[src/rtl/sfca_pkg.sv]
package sfca_pkg;
  typedef enum logic [2:0] {
    ST_IDLE, ST_READ, ST_TURN, ST_WAITRDY, ST_WRITE, ST_DONE
  } sfca_state_e;

  // effective turnaround: the request, raised to the floor
  function automatic int unsigned eff_turn(input int unsigned req, input int unsigned floor_v);
    return (req < floor_v) ? floor_v : req;
  endfunction
endpackage

[src/rtl/sfca_ctrl.sv]
module sfca_ctrl import sfca_pkg::*; #(
  parameter int TW       = 8,
  parameter int MIN_TURN = 20
) (
  input  logic          clk,
  input  logic          rst_n,
  input  logic          start,
  input  logic [TW-1:0] turn_len,
  input  logic          rd_done,
  input  logic          wr_done,
  input  logic          flag_rdy,
  output sfca_state_e   state,
  output logic [TW-1:0] eff_len
);
  logic [TW-1:0] tcnt;
  logic          drained;

  always_ff @(posedge clk) begin
    if (!rst_n) begin
      state   <= ST_IDLE;
      tcnt    <= '0;
      eff_len <= TW'(MIN_TURN);
      drained <= 1'b0;
    end else begin
      case (state)
        ST_IDLE: if (start) begin
          eff_len <= TW'(eff_turn(32'(turn_len), MIN_TURN));
          state   <= ST_READ;
        end
        ST_READ: if (rd_done) begin
          tcnt    <= '0;
          drained <= 1'b0;
          state   <= ST_TURN;
        end
        ST_TURN: begin
          tcnt <= tcnt + 1'b1;
          if (!flag_rdy) drained <= 1'b1;
          if (tcnt == eff_len - 1'b1) state <= ST_WAITRDY;
        end
        ST_WAITRDY: if (drained || !flag_rdy) state <= ST_WRITE;
        ST_WRITE:   if (wr_done) state <= ST_DONE;
        ST_DONE:    state <= ST_IDLE;
        default:    state <= ST_IDLE;
      endcase
    end
  end

  AST_FLOOR_HELD: assert property (@(posedge clk) disable iff (!rst_n)
    (state != ST_IDLE) |-> (eff_len >= TW'(MIN_TURN))) else $error("turn floor");
endmodule

[src/rtl/sfca_rd.sv]
module sfca_rd #(
  parameter int DW     = 32,
  parameter int WORDS  = 8,
  parameter int RD_LAT = 2
) (
  input  logic                clk,
  input  logic                rst_n,
  input  logic                active,
  input  logic [DW-1:0]       bus_din,
  output logic                rd_strobe,
  output logic                cap_last,
  output logic [WORDS*DW-1:0] cmd_flat
);
  localparam int IW = $clog2(WORDS + 1);

  logic [IW-1:0]     rcnt, ccnt;
  logic [RD_LAT-1:0] pipe;
  logic              capture;

  assign rd_strobe = active && (rcnt < IW'(WORDS));
  assign capture   = pipe[RD_LAT-1];
  assign cap_last  = capture && (ccnt == IW'(WORDS - 1));

  always_ff @(posedge clk) begin
    if (!rst_n) begin
      rcnt <= '0;
      ccnt <= '0;
      pipe <= '0;
    end else begin
      pipe[0] <= rd_strobe;
      for (int i = 1; i < RD_LAT; i++) pipe[i] <= pipe[i-1];
      if (!active)        rcnt <= '0;
      else if (rd_strobe) rcnt <= rcnt + 1'b1;
      if (!active)        ccnt <= '0;
      else if (capture)   ccnt <= ccnt + 1'b1;
    end
  end

  for (genvar w = 0; w < WORDS; w++) begin : g_word
    logic [DW-1:0] word_q;
    always_ff @(posedge clk) begin
      if (!rst_n)                               word_q <= '0;
      else if (capture && ccnt == IW'(w))       word_q <= bus_din;
    end
    assign cmd_flat[w*DW +: DW] = word_q;
  end

  AST_RD_NO_RESTART: assert property (@(posedge clk) disable iff (!rst_n)
    (active && $past(rd_strobe) && !rd_strobe) |=> !rd_strobe) else $error("burst restart");
endmodule

[src/rtl/sfca_wr.sv]
module sfca_wr #(
  parameter int DW    = 32,
  parameter int WORDS = 8
) (
  input  logic                clk,
  input  logic                rst_n,
  input  logic                active,
  input  logic                flag_rdy,
  input  logic                flag_wm,
  input  logic [WORDS*DW-1:0] ack_flat,
  output logic                wr_strobe,
  output logic                wr_last,
  output logic [DW-1:0]       dout,
  output logic                doe
);
  localparam int IW = $clog2(WORDS);

  logic [IW-1:0] widx;

  assign wr_strobe = active && flag_rdy && flag_wm;
  assign wr_last   = wr_strobe && (widx == IW'(WORDS - 1));
  assign dout      = ack_flat[widx*DW +: DW];
  assign doe       = active;

  always_ff @(posedge clk) begin
    if (!rst_n)         widx <= '0;
    else if (!active)   widx <= '0;
    else if (wr_strobe) widx <= widx + 1'b1;
  end

  AST_HOLD_WORD: assert property (@(posedge clk) disable iff (!rst_n)
    (active && $past(active) && !$past(wr_strobe)) |-> $stable(dout)) else $error("word moved");
endmodule

[src/rtl/sfifo_cmd_ack.sv]
module sfifo_cmd_ack import sfca_pkg::*; #(
  parameter int         DW       = 32,
  parameter int         WORDS    = 8,
  parameter int         TW       = 8,
  parameter int         MIN_TURN = 20,
  parameter int         RD_LAT   = 2,
  parameter logic [1:0] RD_SOCK  = 2'd0,
  parameter logic [1:0] WR_SOCK  = 2'd3
) (
  input  logic                clk,
  input  logic                rst_n,
  input  logic                start,
  input  logic [TW-1:0]       turn_len,
  input  logic [WORDS*DW-1:0] ack_payload,
  output logic [WORDS*DW-1:0] cmd_payload,
  output logic                busy,
  output logic                done,
  input  logic [DW-1:0]       bus_din,
  output logic [DW-1:0]       bus_dout,
  output logic                bus_doe,
  output logic                cs_n,
  output logic                rd_n,
  output logic                wr_n,
  output logic                oe_n,
  output logic                pktend_n,
  output logic [1:0]          sock_addr,
  input  logic                flag_rdy,
  input  logic                flag_wm
);
  sfca_state_e   state;
  logic [TW-1:0] eff_len;
  logic          rd_strobe, rd_done, wr_strobe, wr_last;

  sfca_ctrl #(.TW(TW), .MIN_TURN(MIN_TURN)) u_ctrl (
    .clk(clk), .rst_n(rst_n), .start(start), .turn_len(turn_len),
    .rd_done(rd_done), .wr_done(wr_last), .flag_rdy(flag_rdy),
    .state(state), .eff_len(eff_len));

  sfca_rd #(.DW(DW), .WORDS(WORDS), .RD_LAT(RD_LAT)) u_rd (
    .clk(clk), .rst_n(rst_n), .active(state == ST_READ), .bus_din(bus_din),
    .rd_strobe(rd_strobe), .cap_last(rd_done), .cmd_flat(cmd_payload));

  sfca_wr #(.DW(DW), .WORDS(WORDS)) u_wr (
    .clk(clk), .rst_n(rst_n), .active(state == ST_WRITE),
    .flag_rdy(flag_rdy), .flag_wm(flag_wm), .ack_flat(ack_payload),
    .wr_strobe(wr_strobe), .wr_last(wr_last), .dout(bus_dout), .doe(bus_doe));

  assign rd_n      = !rd_strobe;
  assign wr_n      = !wr_strobe;
  assign pktend_n  = !wr_last;
  assign oe_n      = !(state == ST_READ);
  assign cs_n      = !(state == ST_READ || state == ST_WRITE);
  assign sock_addr = (state == ST_IDLE || state == ST_READ) ? RD_SOCK : WR_SOCK;
  assign busy      = (state != ST_IDLE);
  assign done      = (state == ST_DONE);

  // observation wires for the assertions
  logic [15:0] gap_cnt;   // cycles since the last read strobe
  logic        seen_low;  // ready flag seen low since the last read strobe
  always_ff @(posedge clk) begin
    if (!rst_n) begin
      gap_cnt  <= '0;
      seen_low <= 1'b0;
    end else begin
      if (rd_strobe)           gap_cnt <= '0;
      else if (gap_cnt != '1)  gap_cnt <= gap_cnt + 1'b1;
      if (rd_strobe)           seen_low <= 1'b0;
      else if (!flag_rdy)      seen_low <= 1'b1;
    end
  end

  AST_HALF_DUPLEX: assert property (@(posedge clk) disable iff (!rst_n)
    !(!rd_n && !wr_n)) else $error("both strobes");
  AST_BUS_RELEASE: assert property (@(posedge clk) disable iff (!rst_n)
    $past(bus_doe) |-> oe_n) else $error("no release cycle");
  AST_TURN_GAP: assert property (@(posedge clk) disable iff (!rst_n)
    !wr_n |-> (gap_cnt >= 16'(eff_len) + 16'd3)) else $error("turnaround short");
  AST_DRAIN_FIRST: assert property (@(posedge clk) disable iff (!rst_n)
    !wr_n |-> seen_low) else $error("write before drain");
  AST_PKTEND_THEN_DONE: assert property (@(posedge clk) disable iff (!rst_n)
    !pktend_n |=> done) else $error("no done");
  AST_DONE_PULSE: assert property (@(posedge clk) disable iff (!rst_n)
    done |=> (!done && !busy)) else $error("done width");
endmodule

[config.mk]
export PLATFORM = sky130hd
export DESIGN_NAME = sfifo_cmd_ack
export DESIGN_NICKNAME = d
export VERILOG_FILES = /design/src/rtl/sfca_pkg.sv /design/src/rtl/sfca_ctrl.sv /design/src/rtl/sfca_rd.sv /design/src/rtl/sfca_wr.sv /design/src/rtl/sfifo_cmd_ack.sv
export SDC_FILE = /design/constraint.sdc
export NUM_CORES = 1
export LEC_CHECK = 0
export BUFFER_PORTS_ARGS = -buffer_cell sky130_fd_sc_hd__buf_2
export CAP_MARGIN = 10
export CORE_AREA = 2 2 235 237
export DETAILED_ROUTE_END_ITERATION = 8
export DIE_AREA = 0 0 237 239
export GPL_TIMING_DRIVEN = 1
export HOLD_SLACK_MARGIN = 0.12
export PLACE_DENSITY = 0.46
export SLEW_MARGIN = 20
export SYNTH_ARGS = -nofsm -noshare
export SYNTH_HDL_FRONTEND = slang
export SYNTH_SLANG_ARGS = --single-unit
[constraint.sdc]
create_clock -name clk -period 1.7 [get_ports clk]
set_input_delay 0.17 -clock clk [delete_from_list [all_inputs] [get_ports clk]]
set_output_delay 0.17 -clock clk [all_outputs]
set_load 0.1 [all_outputs]
==> results.sh, run 1 <==
export IMPL_critPathCaptureType="output pin"
export IMPL_r2r_cells=8
export IMPL_maxCapViolations=0
export IMPL_syn_inst=1473
export IMPL_seq_area_um2=5803
export IMPL_max_freq_mhz=406.4
export IMPL_p_per_area_nw_per_um2=814.2
export IMPL_synthAdderAreaFrac_pct=0.8429
export IMPL_finalClockSkew_ps=17.44
export IMPL_synth_seq_cells=289
export IMPL_slew_headroom_pct=63.83
export IMPL_synth_mux_area_share_pct=14.01
export IMPL_path_class="reg -> out"
export IMPL_dp_slack_ps=-318.2
export IMPL_core_region_area_um2=54340
export IMPL_cts_buffers_inserted=34
export IMPL_area_delta_synth_final_pct=49.67
export IMPL_gp_congestion=0.9071
export IMPL_multi_input_area_um2=6979
export IMPL_cts_root_buf="clkbuf_16"
export IMPL_rsz0062_at_grt="true"
export IMPL_drt_wl_total_mm=62.48
export IMPL_ys_flop_type="dfxtp_1"
export IMPL_ant_nets=0
export IMPL_viasPerCell=4.613
export IMPL_die_w_um=237
export IMPL_clkLatencyLatePin_ps=520
export IMPL_reg2reg_from="u_wr.widx[0]$_SDFFE_PN0P_"
export IMPL_place_inst=2708
export IMPL_fin_cells=2842
export IMPL_p_leak_uw=0.008445
export IMPL_synth_area_um2=13360
export IMPL_grt_use_total_pct=20.96
export IMPL_synth_simple_area_share_pct=18.89
export IMPL_synth_seq_area_share_pct=43.31
export IMPL_clock_sinks=289
export IMPL_drive_above_1_share_pct=41.23
export IMPL_antenna_found_initial=12
export IMPL_final_hold_violation_count=0
export IMPL_synth_top_family_by_area="simple AND/OR/NAND/NOR gates"
export IMPL_synth_edf_count=0
export IMPL_r2r_slack_ps=30
export IMPL_hp_start="u_rd.pipe[0]$_SDFF_PN0_"
export IMPL_first_global_vias=13130
export IMPL_vias=13110
export IMPL_rr_endpoint="u_ctrl.state[0]$_SDFFE_PN0P_"
export IMPL_avgSynthCellArea_um2=9.069
export IMPL_worst_setup_path_start_kind="flop"
export IMPL_worst_slack_ps=-760.7
export IMPL_dp_hpwl_mm=47.54
export IMPL_synth_compound_area_share_pct=15.98
export IMPL_drc=0
export IMPL_grt_max_degree=85
export IMPL_wl_per_cell_um=21.98
export IMPL_period_share_pct=144.7
export IMPL_ios=599
export IMPL_synth_most_common_cell="nand2_1"
export IMPL_ys_top_cells_by_area="dfxtp_1 (43%), nand2_1 (15%), mux4_2 (11%), a21boi_0 (7.9%), a21boi_1 (6.8%)"
export IMPL_irDropWorstVdd_uv=788.1
export IMPL_holdPathEnd="u_rd.pipe[1]$_SDFF_PN0_"
export IMPL_stdcell_area_um2=19990
export IMPL_crit_arrival_ps=2290
export IMPL_dieArea_um2=56640
export IMPL_status="finished with violations"
export IMPL_rows=86
export IMPL_die_y_um=239
export IMPL_nets=2420
export IMPL_maxSlewViolCount=0
export IMPL_synth_xor_area_share_pct=0.9834
export IMPL_yosysWarnings=0
export IMPL_min_path_cells=1
export IMPL_dr_pass1_iters=5
export IMPL_path_clk_slew_ps=60
export IMPL_portBuffers=598
export IMPL_syn_nets=1783
export IMPL_first_iter_violations=604
export IMPL_place_area_um2=17720
export IMPL_grt_pass1_wl_mm=87.42
export IMPL_worst_pin_slew_ps=546.3
export IMPL_cts_tree="built"
export IMPL_cp_max_fo=7
export IMPL_cts_root_to_sink_buffers=3
export IMPL_synth_top_area_share_pct=43.31
export IMPL_setup_viol=37
export IMPL_synth_top_area_cell="dfxtp_1"
export IMPL_hold_class="reg -> reg"
export IMPL_worstPathRequired_ps=1530
export IMPL_finalCriticalPeriod_ps=2461
export IMPL_synth_commonest_cells="nand2_1 (536), dfxtp_1 (289), a21boi_0 (140), a21boi_1 (121), buf_2 (75)"
export IMPL_violations="setup timing"
export IMPL_synth_cell_types=47
export IMPL_cts_max_level=2
export IMPL_initial_core_util_pct=24.58
export IMPL_fillers=5584
export IMPL_async_reset_ff_share_pct=0
export IMPL_grt_remaining_overflow=0
-- logic make-up (layout without fill, tap and decap cells) --
family                   count (synthesis)  after routing
AO/OA/AOI/OAI                          290            290
XOR/XNOR                                15             15
adder cells (fa/ha/maj)                  9              9
buffers and inverters                  146            805
flip-flops                             289            289
multiplexers                           103            103
other                                    0              6
AND/OR/NAND/NOR                        621            621
-- report_power, final --
part,internal [uW],switching [uW],leakage [uW]
Sequential,6810,29.9,0.00233
Combinational,841,1190,0.00555
Clock,4540,2870,0.000560
-- routing by layer --
metal	wire [um]	global-route usage, %	share of wire (%)	vias to the layer above
met5	24	0	0.038	-
met4	3139	10.59	5.0	4
met3	4691	5.901	7.5	122
met2	32830	39.35	53	512
met1	21790	21.14	35	6275
li1	-	-	-	6196
-- how the worst max path moves through the flow --
stage,startpoint,to,slack (ps),cells past startpoint
final,u_wr.widx[0]$_SDFFE_PN0P_,bus_dout[6],-760,6
after global routing,u_wr.widx[0]$_SDFFE_PN0P_,bus_dout[6],-820,6
after CTS,u_wr.widx[0]$_SDFFE_PN0P_,bus_dout[6],-800,6
after detailed placement,u_wr.widx[0]$_SDFFE_PN0P_,bus_dout[12],-320,4
after global placement,u_wr.widx[0]$_SDFFE_PN0P_,bus_dout[10],-290,4
after floorplan,u_ctrl.state[2]$_SDFFE_PN0P_,u_ctrl.state[0]$_SDFFE_PN0P_,-1410,5
-- worst max-delay path, stage by stage, from the launching register on --
cell,delay [ps]
dfxtp_4,370
buf_12,120
buf_12,120
buf_12,130
mux4_2,510
mux2_4,350
buf_12,180
-- flip-flops by register name, indices dropped and copies added (netlist names) --
register,cells
u_rd.pipe,2
u_rd.ccnt,4
u_ctrl.drained,1
u_rd.g_word.word_q,256
u_rd.rcnt,4
u_ctrl.eff_len,8
u_ctrl.state,3
u_wr.widx,3
u_ctrl.tcnt,8
-- layout make-up --
| class | instances | share of cell area (%) |
|---|---|---|
| Antenna cell | 6 | 0.07509 |
| Sequential cell | 289 | 29.02 |
| Clock inverter | 13 | 0.8448 |
| Tap cell | 704 | 4.406 |
| Timing Repair Buffer | 741 | 25.84 |
| Clock buffer | 45 | 4.768 |
| Multi-Input combinational cell | 1038 | 34.91 |
| Inverter | 6 | 0.1377 |
-- timing repair --
item / 4_1_cts / 5_1_grt
resized for setup: 82 / 51
cloned: 0 / 1
endpoints found under the hold margin: 268 / 0
endpoints found under the setup margin: 43 / 85
hold buffers: 44 / 0
buffers inserted: 18 / 10
pin swaps: 2 / 7
-- through the flow --
step	util [%]	power, uW	TNS (ps)	hold slack [ps]
5_1_grt	36.79	16860	-25080	448.0
2_1_floorplan	-	8025	-4409	329.8
6_report	36.79	16280	-22160	429.9
3_5_place_dp	32.60	8825	-8226	425.7
4_1_cts	36.28	16470	-23170	432.4
3_3_place_gp	32.60	8829	-7662	423.9
-- cell usage in the layout, fill, tap and decap left out, drive strengths merged, types with 5 or more instances in the layout --
| cell type | netlist | final |
|---|---|---|
| inv | 6 | 7 |
| dlygate4sd3 | 0 | 44 |
| xor2 | 8 | 8 |
| nand4 | 5 | 5 |
| nor3b | 6 | 6 |
| nor2 | 22 | 22 |
| dfxtp | 289 | 289 |
| clkbuf | 41 | 46 |
| a21oi | 9 | 9 |
| diode | 0 | 6 |
| nor2b | 10 | 10 |
| a21boi | 261 | 261 |
| ha | 9 | 9 |
| and2 | 13 | 13 |
| o21ai | 10 | 10 |
| mux2 | 32 | 32 |
| nand2 | 537 | 537 |
| mux4 | 64 | 64 |
| clkinv | 0 | 8 |
| nor3 | 5 | 5 |
| xnor2 | 7 | 7 |
| mux2i | 7 | 7 |
| buf | 99 | 696 |
| nand3 | 6 | 6 |
Note: power is estimated with default switching activity, not from simulation.
==> run 2, diff against run 1 <==
--- a/config.mk
+++ b/config.mk
@@ -5,14 +5,16 @@
 export SDC_FILE = /design/constraint.sdc
 export NUM_CORES = 1
 export LEC_CHECK = 0
+export ABC_AREA = 1
 export BUFFER_PORTS_ARGS = -buffer_cell sky130_fd_sc_hd__buf_2
 export CAP_MARGIN = 10
-export CORE_AREA = 2 2 235 237
+export CORE_AREA = 2 2 230 232
+export CTS_CLUSTER_DIAMETER = 120
 export DETAILED_ROUTE_END_ITERATION = 8
-export DIE_AREA = 0 0 237 239
+export DIE_AREA = 0 0 232 234
 export GPL_TIMING_DRIVEN = 1
 export HOLD_SLACK_MARGIN = 0.12
-export PLACE_DENSITY = 0.46
+export PLACE_DENSITY = 0.47
 export SLEW_MARGIN = 20
 export SYNTH_ARGS = -nofsm -noshare
 export SYNTH_HDL_FRONTEND = slang
==> run 2 against run 1 <==
Compared with the run above:
- the run still ends with setup timing left
- critical path type unchanged
- synthesized cell count rose by 28%
- largest power group unchanged
- count of clock-buffer cells in the layout is 4 higher
- largest cell class unchanged
- first-iteration DRC count increased by 64%
- final area rose by 3.1%
- non-clock buffer count rose by 21
==> results.sh, run 2 <==
export IMPL_rsz0062_at_grt="true"
export IMPL_die_y_um=234
export IMPL_ys_flop_type="dfxtp_1"
export IMPL_min_path_cells=2
export IMPL_ant_nets=0
export IMPL_multi_input_area_um2=6945
export IMPL_rr_endpoint="u_ctrl.state[0]$_SDFFE_PN0P_"
export IMPL_regMostFlops="u_rd.g_word.word_q"
export IMPL_worst_setup_path_start_kind="flop"
export IMPL_cts_buffers_inserted=35
export IMPL_ys_top_cells_by_area="dfxtp_1 (45%), nor2_1 (23%), o21ai_0 (13%), clkbuf_1 (2.6%), o21ai_1 (2.3%)"
export IMPL_grt_remaining_overflow=0
export IMPL_mostFrequentLayoutCells="nor2_1 (748), buf_2 (555), dfxtp_1 (281)"
export IMPL_drive_above_1_share_pct=35.83
export IMPL_syn_nets=2198
export IMPL_switching_share_pct=35.21
export IMPL_setup_viol=39
export IMPL_drt_wl_total_mm=65.50
export IMPL_avgSynthCellArea_um2=6.803
export IMPL_p_per_area_nw_per_um2=1030
export IMPL_grt_use_total_pct=22.51
export IMPL_first_iter_violations=988
export IMPL_antenna_found_initial=9
export IMPL_dp_hpwl_mm=46.56
export IMPL_holdPathEnd="u_rd.pipe[1]$_SDFF_PN0_"
export IMPL_first_global_vias=14490
export IMPL_finalClockSkew_ps=23.08
export IMPL_hold_class="reg -> reg"
export IMPL_fillers=5455
export IMPL_r2r_cells=8
export IMPL_finalCriticalPeriod_ps=2295
export IMPL_area_delta_synth_final_pct=60.52
export IMPL_portBuffers=598
export IMPL_nets=2835
export IMPL_layout_commonest_cell="nor2_1"
export IMPL_hp_start="u_rd.pipe[0]$_SDFF_PN0_"
export IMPL_power_total_uw=21230
export IMPL_async_reset_ff_share_pct=0
export IMPL_synth_seq_area_share_pct=45.05
export IMPL_viasPerCell=4.682
export IMPL_clock_sinks=289
export IMPL_reg2reg_from="u_wr.widx[0]$_SDFFE_PN0P_"
export IMPL_path_clk_slew_ps=60
export IMPL_wl_per_cell_um=20.17
export IMPL_synth_cell_types=38
export IMPL_clkPwrFrac_pct=35.9
export IMPL_yosysWarnings=0
export IMPL_synth_edf_count=0
export IMPL_irDropWorstVdd_uv=852.1
export IMPL_vias=15210
export IMPL_initial_core_util_pct=24.69
export IMPL_cts_root_buf="clkbuf_16"
export IMPL_period_share_pct=135.0
export IMPL_path_class="reg -> out"
export IMPL_final_hold_violation_count=0
export IMPL_r2r_slack_ps=-50
export IMPL_worst_slack_ps=-595.2
export IMPL_maxCapViolations=0
export IMPL_synth_top_area_cell="dfxtp_1"
export IMPL_p_int_uw=13750
export IMPL_grt_pass1_wl_mm=92.74
export IMPL_syn_inst=1888
export IMPL_cts_tree="built"
export IMPL_finalSetupTns_ps=-16950
export IMPL_crit_arrival_ps=2130
export IMPL_core_region_area_um2=52020
export IMPL_synth_most_common_cell="nor2_1"
export IMPL_dieArea_um2=54290
export IMPL_max_freq_mhz=435.7
export IMPL_gp_congestion=0.8436
export IMPL_cts_root_to_sink_buffers=3
export IMPL_drc=0
export IMPL_switching_power_uw=7474
export IMPL_die_w_um=232
export IMPL_combPwrFrac_pct=30.0
export IMPL_cp_max_fo=19
export IMPL_p_leak_uw=0.009976
export IMPL_violations="setup timing"
export IMPL_slew_headroom_pct=61.03
export IMPL_worst_pin_slew_ps=588.5
export IMPL_synth_top_area_share_pct=45.05
export IMPL_rows=84
export IMPL_maxSlewViolCount=0
export IMPL_power_frac_seq_pct=34.1
export IMPL_synth_commonest_cells="nor2_1 (774), o21ai_0 (338), dfxtp_1 (289), clkbuf_1 (88), nand2_1 (64)"
export IMPL_reg_top3="u_rd.g_word.word_q (256), u_ctrl.eff_len (8), u_ctrl.tcnt (8)"
export IMPL_seq_area_um2=5808
export IMPL_worstPathRequired_ps=1530
export IMPL_largest_register_ffs=256
export IMPL_clkLatencyLatePin_ps=550
export IMPL_synth_seq_cells=289
export IMPL_status="finished with violations"
export IMPL_grt_max_degree=126
export IMPL_synth_area_um2=12840
export IMPL_dr_pass1_iters=5
export IMPL_critPathCaptureType="output pin"
export IMPL_cts_max_level=2
export IMPL_ios=599
## run 2: changes by cell type after synthesis, sizes merged, moves of 33 or more
| cell | before | now |
|---|---|---|
| nor2 | 22 | 789 |
| nand2 | 537 | 67 |
| o21ai | 10 | 398 |
| a21boi | 261 | 1 |
| mux4 | 64 | 0 |
| clkbuf | 41 | 88 |
| inv | 6 | 48 |
| o22ai | 0 | 33 |
## run 2: power groups by stage
stage | sequential, uW | combinational [uW] | clock [uW]
finish | 7240 | 6370 | 7630
CTS | 7220 | 6030 | 7870
global route | 7260 | 6710 | 8140
detailed placement | 7360 | 5210 | 0
floorplan | 8030 | 3060 | 0
global placement | 7360 | 5190 | 0
## run 2: layer usage
metal	share of wire (%)	track usage [%]	wire length, um	vias to the layer above
li1	-	-	-	7423
met1	42	28.60	27710	7099
met2	47	35.91	30510	587
met3	8.5	7.405	5562	94
met4	2.6	7.352	1687	4
met5	0.041	0	27	-
## run 2: timing repair
action | CTS | global route
gates resized for setup | 70 | 82
hold buffers | 46 | 0
pin swaps | 14 | 33
hold endpoints to repair | 268 | 0
gates cloned | 6 | 4
endpoints found under the setup margin | 76 | 125
setup buffers | 16 | 10
## run 2: how the worst max path moves through the flow
stage / startpoint / slack [ps] / end
2_1_floorplan: u_ctrl.state[1]$_SDFFE_PN0P_ / -230 / sock_addr[1]
3_3_place_gp: u_wr.widx[1]$_SDFFE_PN0P_ / -110 / bus_dout[5]
3_5_place_dp: u_wr.widx[1]$_SDFFE_PN0P_ / -150 / bus_dout[5]
4_1_cts: u_wr.widx[1]$_SDFFE_PN0P_ / -580 / bus_dout[5]
5_1_grt: u_wr.widx[0]$_SDFFE_PN0P_ / -650 / bus_dout[29]
6_report: u_wr.widx[0]$_SDFFE_PN0P_ / -600 / bus_dout[14]
## run 2: final cells by class
cell class                 instances  area share [%]
antenna                            9          0.1092
clock buffer                      49           4.892
clock inverter                    14          0.8254
inverter                          49           1.062
multi-input combinational       1388           33.69
sequential                       289           28.17
tap                              688           4.176
timing repair buffer             762           27.07
## run 2: critical path: stages, from the launching register on
cell,delay (ps)
dfxtp_4,440
buf_12,170
buf_12,160
nor2_1,50
nor2_1,130
o21ai_1,160
a31oi_4,240
buf_12,210
## run 2: metrics by stage
| step | cells | area (um2) | hold slack [ps] | util [%] | worst slack [ps] |
|---|---|---|---|---|---|
| 4_1_cts | 3227 | 20280 | 397.1 | 38.99 | -576.9 |
| 2_1_floorplan | 1888 | 13550 | 304.9 | - | -232.2 |
| 5_1_grt | 3245 | 20610 | 461.7 | 39.61 | -654.1 |
| 3_3_place_gp | 3096 | 18110 | 410.4 | 34.82 | -107.5 |
| 6_report | 3248 | 20620 | 430.8 | 39.63 | -595.2 |
| 3_5_place_dp | 3096 | 18110 | 408.2 | 34.82 | -149.8 |
## run 2: logic make-up after synthesis
| kind of cell | count (synthesis) | share of synthesized area, % |
|---|---|---|
| compound gates | 495 | 20.45 |
| xor+xnor | 8 | 0.5455 |
| fa+ha+maj | 9 | 0.8768 |
| buf+inv | 211 | 6.673 |
| flops | 289 | 45.05 |
| simple gates | 876 | 26.41 |
==> run 3, diff against run 2 <==
--- a/config.mk
+++ b/config.mk
@@ -15,6 +15,7 @@
 export GPL_TIMING_DRIVEN = 1
 export HOLD_SLACK_MARGIN = 0.12
 export PLACE_DENSITY = 0.47
+export REMOVE_ABC_BUFFERS = 1
 export SLEW_MARGIN = 20
 export SYNTH_ARGS = -nofsm -noshare
 export SYNTH_HDL_FRONTEND = slang
==> run 3 against run 2 <==
Compared with the run above:
- combinational power is 3.3% lower
- hold slack worse by 240 ps
- highest routed layer unchanged
- final cell count is 0.40% lower
- the run still ends with setup timing left
- global-route usage is 0.14 points lower
- register-to-register slack worse by 100 ps
==> results.sh, run 3 (synthesized netlist as in run 2, its figures left out) <==
export IMPL_status="finished with violations"
export IMPL_violations="setup timing"
export IMPL_cp_slowest_stage_delay_ps=400
export IMPL_hp_start="flag_wm"
export IMPL_nets=2836
export IMPL_p_per_area_nw_per_um2=983.8
export IMPL_max_freq_mhz=427.6
export IMPL_met1_usage_pct=26.55
export IMPL_switching_power_uw=7028
export IMPL_dp_slack_ps=-291.4
export IMPL_reg2reg_from="u_wr.widx[1]$_SDFFE_PN0P_"
export IMPL_grt_use_total_pct=22.37
export IMPL_drive_above_1_share_pct=35.41
export IMPL_cts_root_buf="clkbuf_16"
export IMPL_use_met3_pct=6.141
export IMPL_finalCriticalPeriod_ps=2339
export IMPL_drt_wl_total_mm=64.39
export IMPL_cp_top_family="compound AO/OA/AOI/OAI gates"
export IMPL_ant_nets=0
export IMPL_irDropWorstVdd_uv=709.0
export IMPL_drc=0
export IMPL_power_frac_seq_pct=36.5
export IMPL_cts_root_to_sink_buffers=3
export IMPL_cpMostUsedCell="buf_12"
export IMPL_worst_pin_slew_ps=543.3
export IMPL_top_usage_layer="met2"
export IMPL_slew_headroom_pct=64.03
export IMPL_die_y_um=234
export IMPL_dp_hpwl_mm=47.52
export IMPL_gp_congestion=0.9872
export IMPL_grt_max_degree=71
export IMPL_dieArea_um2=54290
export IMPL_power_total_uw=19830
export IMPL_cts_tree="built"
export IMPL_rsz0062_at_grt="true"
export IMPL_first_global_vias=14530
export IMPL_antenna_found_initial=3
export IMPL_setup_viol=42
export IMPL_initial_core_util_pct=24.69
export IMPL_wl_per_cell_um=19.91
export IMPL_worst_slack_ps=-638.8
export IMPL_mostFrequentLayoutCells="nor2_1 (756), buf_2 (555), dfxtp_1 (283)"
export IMPL_layout_commonest_cell="nor2_1"
export IMPL_cts_max_level=1
export IMPL_ios=599
export IMPL_p_leak_uw=0.009865
export IMPL_fillers=5553
export IMPL_maxCapViolations=0
export IMPL_first_iter_violations=1092
export IMPL_grt_pass1_wl_mm=92.60
export IMPL_cp_num_buf_inv=3
export IMPL_min_path_cells=6
export IMPL_clkPwrFrac_pct=32.5
export IMPL_cp_max_fo=6
export IMPL_area_delta_synth_final_pct=56.95
export IMPL_worst_path_stages=7
export IMPL_worst_setup_path_start_kind="flop"
export IMPL_r2r_slack_ps=-150
export IMPL_hold_class="in -> reg"
export IMPL_path_class="reg -> out"
export IMPL_vias=15220
export IMPL_largest_register_ffs=256
export IMPL_critPathCaptureType="output pin"
export IMPL_clock_sinks=289
export IMPL_dr_pass1_iters=5
export IMPL_crit_arrival_ps=2170
export IMPL_switching_share_pct=35.44
export IMPL_core_region_area_um2=52020
export IMPL_finalClockSkew_ps=19.36
export IMPL_reg_top3="u_rd.g_word.word_q (256), u_ctrl.eff_len (8), u_ctrl.tcnt (8)"
export IMPL_cts_buffers_inserted=30
export IMPL_final_hold_violation_count=0
export IMPL_die_w_um=232
export IMPL_rows=84
export IMPL_p_int_uw=12800
export IMPL_grt_remaining_overflow=0
export IMPL_gr_usage_met2_pct=39.31
export IMPL_diodes=0
export IMPL_critPathSlowestCell="dfxtp_4"
export IMPL_clkLatencyLatePin_ps=560
export IMPL_worstPathRequired_ps=1530
export IMPL_period_share_pct=137.6
export IMPL_combPwrFrac_pct=31.1
export IMPL_path_cells="buf_12 > buf_4 > o21ai_0 > o22ai_2 > nor2_1 > a31oi_2 > buf_12"
export IMPL_path_clk_slew_ps=60
export IMPL_viasPerCell=4.706
export IMPL_rr_endpoint="u_ctrl.state[0]$_SDFFE_PN0P_"
export IMPL_portBuffers=598
export IMPL_r2r_cells=12
export IMPL_maxSlewViolCount=0
export IMPL_holdPathEnd="u_wr.widx[2]$_SDFFE_PN0P_"
export IMPL_regMostFlops="u_rd.g_word.word_q"
run 3: final cells by class:
type                       instances  area, um2  area share (%)
clock buffer                      44      874.6           4.339
clock inverter                     9      71.32          0.3538
inverter                          49      206.4           1.024
multi-input combinational       1388       6708           33.28
sequential                       289       5806           28.80
tap                              688      860.8           4.270
timing repair buffer             768       5632           27.94
run 3: stage by stage:
step	TNS, ps	hold WS (ps)	util (%)	area [um2]	instances
floorplan	-169520	263.5	-	12170	1726
global placement	-2191	424.8	33.99	17680	3106
detailed placement	-2242	415.6	33.99	17680	3106
CTS	-20990	165.2	38.22	19880	3224
global route	-22170	203.4	38.75	20160	3235
finish	-18470	188.0	38.75	20160	3235
run 3: power by group through the flow:
stage                     sequential, uW  clock (uW)  combinational (uW)
after floorplan                     8020           0                2460
after global placement              7330           0                5310
after detailed placement            7340           0                5310
after CTS                           7220        6600                6000
after global routing                7250        6850                6490
final                               7230        6440                6160
run 3: metal layers:
metal	vias up	routed length [um]
li1	7395	-
met1	7113	25570
met4	4	2109
met5	-	25
met3	90	5741
met2	621	30950
run 3: how the worst max path moves through the flow:
| stage | start | endpoint | slack [ps] |
|---|---|---|---|
| after detailed placement | u_wr.widx[1]$_SDFFE_PN0P_ | bus_dout[2] | -290 |
| after CTS | u_wr.widx[0]$_SDFFE_PN0P_ | bus_dout[23] | -660 |
| after floorplan | u_wr.widx[0]$_SDFFE_PN0P_ | bus_dout[0] | -3190 |
| after global routing | u_wr.widx[0]$_SDFFE_PN0P_ | bus_dout[28] | -700 |
| after global placement | u_wr.widx[0]$_SDFFE_PN0P_ | bus_dout[2] | -240 |
| final | u_wr.widx[1]$_SDFFE_PN0P_ | bus_dout[29] | -640 |
run 3: worst register-to-register path: stages (launching register included):
cell      delay, ps
dfxtp_4         400
buf_12          140
buf_12          110
buf_16          110
buf_8           110
ha_4            130
ha_4            130
nand2_4          50
buf_6           120
a21oi_4         210
o211ai_1        120
nand2_1          70
nor2_1           40
run 3: timing repair:
item | 4_1_cts | 5_1_grt
setup endpoints to repair | 45 | 129
hold buffers | 45 | 0
pin swaps | 45 | 35
gates cloned | 5 | 2
hold endpoints to repair | 278 | 0
gates resized for setup | 148 | 72
setup buffers | 17 | 11
